===== config.mk =====
export PLATFORM = sky130hd
export DESIGN_NAME = mcast_port_filter
export DESIGN_NICKNAME = d
export VERILOG_FILES = /design/src/rtl/mcast_pkg.sv /design/src/rtl/mcast_cfg_regs.sv /design/src/rtl/mcast_decode.sv /design/src/rtl/mcast_port_filter.sv
export SDC_FILE = /design/constraint.sdc
export NUM_CORES = 1
export LEC_CHECK = 0
export BUFFER_PORTS_ARGS = -buffer_cell sky130_fd_sc_hd__buf_2
export CORE_MARGIN = 10
export CORE_UTILIZATION = 55
export DETAILED_ROUTE_END_ITERATION = 16
export HOLD_SLACK_MARGIN = 0.15
export PLACE_DENSITY_LB_ADDON = 0.08
export SETUP_SLACK_MARGIN = 0.02
export SLEW_MARGIN = 20
export SYNTH_ARGS = -nofsm -noshare
export SYNTH_HDL_FRONTEND = slang
export SYNTH_SLANG_ARGS = --single-unit

===== constraint.sdc =====
create_clock -name clk -period 8.3 [get_ports clk]
set_input_delay 0.415 -clock clk [delete_from_list [all_inputs] [get_ports clk]]
set_output_delay 0.415 -clock clk [all_outputs]
set_load 0.005 [all_outputs]

===== src/rtl/mcast_pkg.sv =====
package mcast_pkg;
    localparam int ADDR_W  = 64;
    localparam int MAX_GRP = 64;
    localparam int GIDX_W  = $clog2(MAX_GRP);
    localparam int CNT_W   = GIDX_W + 1;
    localparam int POS_W   = $clog2(ADDR_W);
    localparam int OVL_MIN = 6;
    localparam int SEL_W   = 3;

    typedef logic [ADDR_W-1:0]  addr_t;
    typedef logic [MAX_GRP-1:0] gvec_t;

    typedef enum logic [SEL_W-1:0] {
        SEL_CTRL    = 3'd0,
        SEL_BASE    = 3'd1,
        SEL_RX      = 3'd2,
        SEL_BLKALL  = 3'd3,
        SEL_BLKUT   = 3'd4,
        SEL_OVLSZ   = 3'd5,
        SEL_OVLBASE = 3'd6
    } sel_e;

    typedef struct packed {
        logic              en;
        logic [CNT_W-1:0]  ngrp;
        logic [POS_W-1:0]  idx_pos;
        addr_t             base;
        gvec_t             rx;
        gvec_t             blk_all;
        gvec_t             blk_ut;
        logic [POS_W-1:0]  ovl_size;
        addr_t             ovl_base;
    } cfg_t;

    typedef struct packed {
        logic  fwd_valid;
        addr_t fwd_addr;
        logic  is_mcast;
        logic  dropped;
    } out_t;
endpackage


===== src/rtl/mcast_cfg_regs.sv =====
module mcast_cfg_regs
    import mcast_pkg::*;
(
    input  logic             clk,
    input  logic             rst_n,
    input  logic             cfg_we,
    input  logic [SEL_W-1:0] cfg_sel,
    input  addr_t            cfg_wdata,
    output cfg_t             cfg
);
    cfg_t cfg_d, cfg_q;

    always_comb begin
        cfg_d = cfg_q;
        if (cfg_we) begin
            case (sel_e'(cfg_sel))
                SEL_CTRL: begin
                    cfg_d.en      = cfg_wdata[0];
                    cfg_d.ngrp    = cfg_wdata[CNT_W:1];
                    cfg_d.idx_pos = cfg_wdata[8+POS_W-1:8];
                end
                SEL_BASE:    cfg_d.base     = cfg_wdata;
                SEL_RX:      cfg_d.rx       = cfg_wdata[MAX_GRP-1:0];
                SEL_BLKALL:  cfg_d.blk_all  = cfg_wdata[MAX_GRP-1:0];
                SEL_BLKUT:   cfg_d.blk_ut   = cfg_wdata[MAX_GRP-1:0];
                SEL_OVLSZ:   cfg_d.ovl_size = cfg_wdata[POS_W-1:0];
                SEL_OVLBASE: cfg_d.ovl_base = cfg_wdata;
                default: ;
            endcase
        end
    end

    always_ff @(posedge clk) begin
        if (!rst_n) cfg_q <= '0;
        else        cfg_q <= cfg_d;
    end

    assign cfg = cfg_q;

    AST_CFG_STABLE: assert property (@(posedge clk) disable iff (!rst_n)
        !cfg_we |=> $stable(cfg_q));
endmodule


===== src/rtl/mcast_decode.sv =====
module mcast_decode
    import mcast_pkg::*;
(
    input  cfg_t  cfg,
    input  addr_t addr,
    input  logic  untrans,
    output logic  hit,
    output logic  pass,
    output addr_t xaddr
);
    addr_t             offset;
    addr_t             shifted;
    addr_t             mask;
    logic [CNT_W-1:0]  ngrp_c;
    logic [GIDX_W-1:0] grp;

    always_comb begin
        offset  = addr - cfg.base;
        shifted = offset >> cfg.idx_pos;
        ngrp_c  = (cfg.ngrp > CNT_W'(MAX_GRP)) ? CNT_W'(MAX_GRP) : cfg.ngrp;
        hit     = cfg.en && (addr >= cfg.base) && (shifted < ADDR_W'(ngrp_c));
        grp     = shifted[GIDX_W-1:0];
        pass    = cfg.rx[grp] && !cfg.blk_all[grp] && !(untrans && cfg.blk_ut[grp]);
        if (cfg.ovl_size >= POS_W'(OVL_MIN))
            mask = (addr_t'(1) << cfg.ovl_size) - addr_t'(1);
        else
            mask = '1;
        xaddr   = (cfg.ovl_base & ~mask) | (addr & mask);
    end
endmodule


===== src/rtl/mcast_port_filter.sv =====
module mcast_port_filter
    import mcast_pkg::*;
(
    input  logic        clk,
    input  logic        rst_n,
    input  logic        cfg_we,
    input  logic [2:0]  cfg_sel,
    input  logic [63:0] cfg_wdata,
    input  logic        in_valid,
    input  logic [63:0] in_addr,
    input  logic        in_untrans,
    output logic        fwd_valid,
    output logic [63:0] fwd_addr,
    output logic        is_mcast,
    output logic        dropped
);
    cfg_t  cfg;
    logic  hit, pass;
    addr_t xaddr;
    out_t  out_d, out_q;

    mcast_cfg_regs u_cfg (
        .clk       (clk),
        .rst_n     (rst_n),
        .cfg_we    (cfg_we),
        .cfg_sel   (cfg_sel),
        .cfg_wdata (cfg_wdata),
        .cfg       (cfg)
    );

    mcast_decode u_dec (
        .cfg     (cfg),
        .addr    (in_addr),
        .untrans (in_untrans),
        .hit     (hit),
        .pass    (pass),
        .xaddr   (xaddr)
    );

    always_comb begin
        out_d           = out_q;
        out_d.fwd_valid = 1'b0;
        out_d.is_mcast  = 1'b0;
        out_d.dropped   = 1'b0;
        if (in_valid) begin
            if (hit) begin
                out_d.is_mcast  = 1'b1;
                out_d.fwd_valid = pass;
                out_d.dropped   = !pass;
                out_d.fwd_addr  = xaddr;
            end else begin
                out_d.fwd_valid = 1'b1;
                out_d.fwd_addr  = in_addr;
            end
        end
    end

    always_ff @(posedge clk) begin
        if (!rst_n) out_q <= '0;
        else        out_q <= out_d;
    end

    assign fwd_valid = out_q.fwd_valid;
    assign fwd_addr  = out_q.fwd_addr;
    assign is_mcast  = out_q.is_mcast;
    assign dropped   = out_q.dropped;

    AST_DROP_EXCL: assert property (@(posedge clk) disable iff (!rst_n)
        !(fwd_valid && dropped));
    AST_DROP_MCAST: assert property (@(posedge clk) disable iff (!rst_n)
        dropped |-> is_mcast);
    AST_IDLE_QUIET: assert property (@(posedge clk) disable iff (!rst_n)
        !in_valid |=> (!fwd_valid && !dropped && !is_mcast));
    AST_DISABLED_PASS: assert property (@(posedge clk) disable iff (!rst_n)
        (in_valid && !cfg.en) |=> (fwd_valid && !is_mcast && fwd_addr == $past(in_addr)));
    AST_LOW_BITS_KEPT: assert property (@(posedge clk) disable iff (!rst_n)
        in_valid |=> (fwd_addr[OVL_MIN-1:0] == $past(in_addr[OVL_MIN-1:0])));
endmodule


==> impl_metrics.tcl <==
set metrics [dict create \
    cts.sinks 404 \
    synthArstFlopShare_pct 0 \
    fin_skew_ns 0.0256 \
    syn-mean-instance-area_um2 7.32 \
    ant_nets 0 \
    drive_above_1_share_pct 12.0 \
    ios 203 \
    synth_simple_gate_area_share_pct 24.5 \
    ys_seq_elements 404 \
    cp_slowest_stage_delay_ns 0.73 \
    synth_area_leaders "dfxtp_1, nand2_1, a21boi_0" \
    slew_headroom_pct 25.1 \
    drc 0 \
    track_usage_pct 40.2 \
    cp.arrival_ns 8.48 \
    die_h_um 249 \
    synthDistinctLibCells 91 \
    whs_endpoint "u_cfg.cfg[238]" \
    grt_pass1_vias 29600 \
    status "finished, final reports clean" \
    hold-path-cell-count 3 \
    rsz0062_at_grt "no" \
    dieArea_um2 61800 \
    worst_r2r_path_depth 23 \
    ir_worst_vdd_mv 0.197 \
    worst_ep_required_time_ns 8.82 \
    crit_top_cell "a21oi_1" \
    worst_path_max_delay_cell "a2111oi_0" \
    cts.hold.buffers_added 30 \
    p_per_area_nw_per_um2 175 \
    synth_edf_count 0 \
    finalCritPeriodShare_pct 95.8 \
    p_leak_nw 11.9 \
    seq_area_frac_synth_pct 28.1 \
    cp_num_buf_inv 3 \
    synthXorXnorAreaFrac_pct 1.61 \
    antenna_found_initial 3 \
    postSynthCellCount 3927 \
    synth_top_area_share_pct 28.1 \
    drt-initial-drc-count 4629 \
    dr.pass1.iters 6 \
    reg2reg_from "u_cfg.cfg[276]" \
    syn2layout_area_growth_pct 12.2 \
    cp-start-kind "input port" \
    htree_levels 2 \
    place.port_buffers 202 \
    finalMaxSlewViolations 0 \
    synth_warnings 0 \
    min_path_type "input port to register" \
    worstPathMaxFanout 9 \
    vias 31800 \
    hold_viol_final 0 \
    ff2ff_setup_slack_ns 0.44 \
    syn-cell-area_um2 28800 \
    worstHoldStart "cfg_wdata[40]" \
    synth_top_area_cell "dfxtp_1" \
    grt_pass1_wl_um 193000 \
    synth_nets 4136 \
    fp.dieW_um 249 \
    grt.overflow.total 0 \
    rows 83 \
    cts_buffers 45 \
    hold-worst-slack_ns 0.155 \
    start_util_pct 55.8 \
    worst_r2r_endpoint "fwd_addr[19]" \
    max_freq_ghz 0.126 \
    setup_viol 0 \
    clkTransAtPathRegs_ns 0.06 \
    cp-end-kind "register" \
    dpl.hpwl_um 99400 \
    synth_fa_ha_area_share_pct 3.20 \
    placed_area_um2 30400 \
    vias_per_cell 6.71 \
    synth_compound_area_share_pct 28.6 \
    post_cts_resized 0 \
    cts_setup_buffers 0 \
    cts_tree "done" \
    layout_min_cycle_time_ns 7.95 \
    nets 4231 \
    setup_tns_ns 0 \
    clk_latency_ns 0.61 \
    coreArea_um2 51500 \
    cp_top_family "compound AO/OA/AOI/OAI gates" \
    path_class "input port to register" \
    gp_congestion 1.09 \
    routed_wl_um 132000 \
    synth_top_family_by_area "compound AO/OA/AOI/OAI gates" \
    wl_per_cell_um 27.8 \
    drv_cap 0 \
    post-route-util_pct 62.6 \
    worstPathCellList "dlygate4sd3_1, buf_2, ha_1, nand2_1, o21ai_0, a221o_1, o211ai_1, a2111oi_0, o211ai_1, o32ai_1, a21oi_1, or2_2, mux4_2, a21oi_1, ha_1, a21oi_1, nor2b_1, or4b_2, nor4_2, and3_1, buf_12, nand2_4, or4b_1, a31oi_1" \
    worst_pin_slew_ns 1.12 \
    cts_root_buffer "clkbuf_16" \
    clockBufferDepth 3 \
    synth_mux_area_share_pct 8.63 \
    synth_most_common_cell "nand2_1" \
    synthTopCellsByCount "nand2_1, dfxtp_1, a21boi_0" \
    synthFlopType "dfxtp_1" \
    grt_max_degree 169 \
    stdcell_area_um2 32300 \
]
## cell usage in the layout, fill, tap and decap left out, types with 33 or more instances in the layout
cell and n:
a211oi_1 39, a21boi_0 339, a21oi_1 241, a31oi_1 45, buf_2 200, buf_4 95
clkbuf_16 46, dfxtp_1 401, ha_1 72, inv_1 103, mux2i_1 149, mux4_2 33
nand2_1 926, nand3_1 64, nand4_1 58, nor2_1 221, nor2b_1 51, nor3_1 75
o21ai_0 217
## state kept, by name (all words and copies together) (netlist names)
register,flops
u_cfg.cfg,337
fwd_addr,64
dropped,1
fwd_valid,1
is_mcast,1
## how the worst max path moves through the flow
stage	from	to	slack (ns)	depth (start not counted)
finish	in_addr[15]	fwd_addr[19]	0.35	24
global route	in_addr[0]	fwd_addr[44]	0.08	27
CTS	in_addr[15]	fwd_addr[44]	0.67	25
detailed placement	in_addr[14]	fwd_addr[44]	0.60	24
global placement	in_addr[34]	fwd_addr[44]	0.70	24
floorplan	in_addr[0]	fwd_addr[17]	2.05	24
## routing by layer
layer	global-route usage (%)	share of wire [%]	up-vias
met3	9.58	12	471
li1	-	-	14300
met5	0	0.013	-
met1	49.9	38	15000
met2	60.2	42	2110
met4	28.7	8.3	2
## cell type report
class	instances	area (um^2)
antenna	3	7.51
clock buffer	60	1250
clock inverter	24	310
fill	4806	19200
inverter	108	405
multi-input combinational	3133	19200
sequential	404	8090
tap	680	851
timing repair buffer	330	2110
## cell families after synthesis
group | Yosys count
AO/OA/AOI/OAI | 1218
multiplexers | 204
XOR/XNOR | 53
AND/OR/NAND/NOR | 1585
buffers and inverters | 390
adder cells (fa/ha/maj) | 73
flip-flops | 404
## metrics by stage
stage                     total power, mW  setup WS (ns)  cells
after floorplan                      2.90           2.05   3927
after global placement               3.47          0.699   4625
after detailed placement             3.46          0.595   4625
after CTS                            5.57          0.666   4739
after global routing                 5.79         0.0818   4739
final                                5.65          0.346   4742
## tightest hold or removal path: stages
cell	delay [ns]
buf_2	0.15
nand2_1	0.06
a21boi_0	0.06
## report_power, final
part | switching (mW) | leakage, nW | internal [mW] | total [mW]
logic | 0.980 | 7.84 | 0.501 | 1.48
clock network | 0.874 | 0.775 | 1.26 | 2.13
registers | 0.0377 | 3.28 | 2.00 | 2.03
total | 1.89 | 11.9 | 3.76 | 5.65
(Power assumes the default switching activity.)
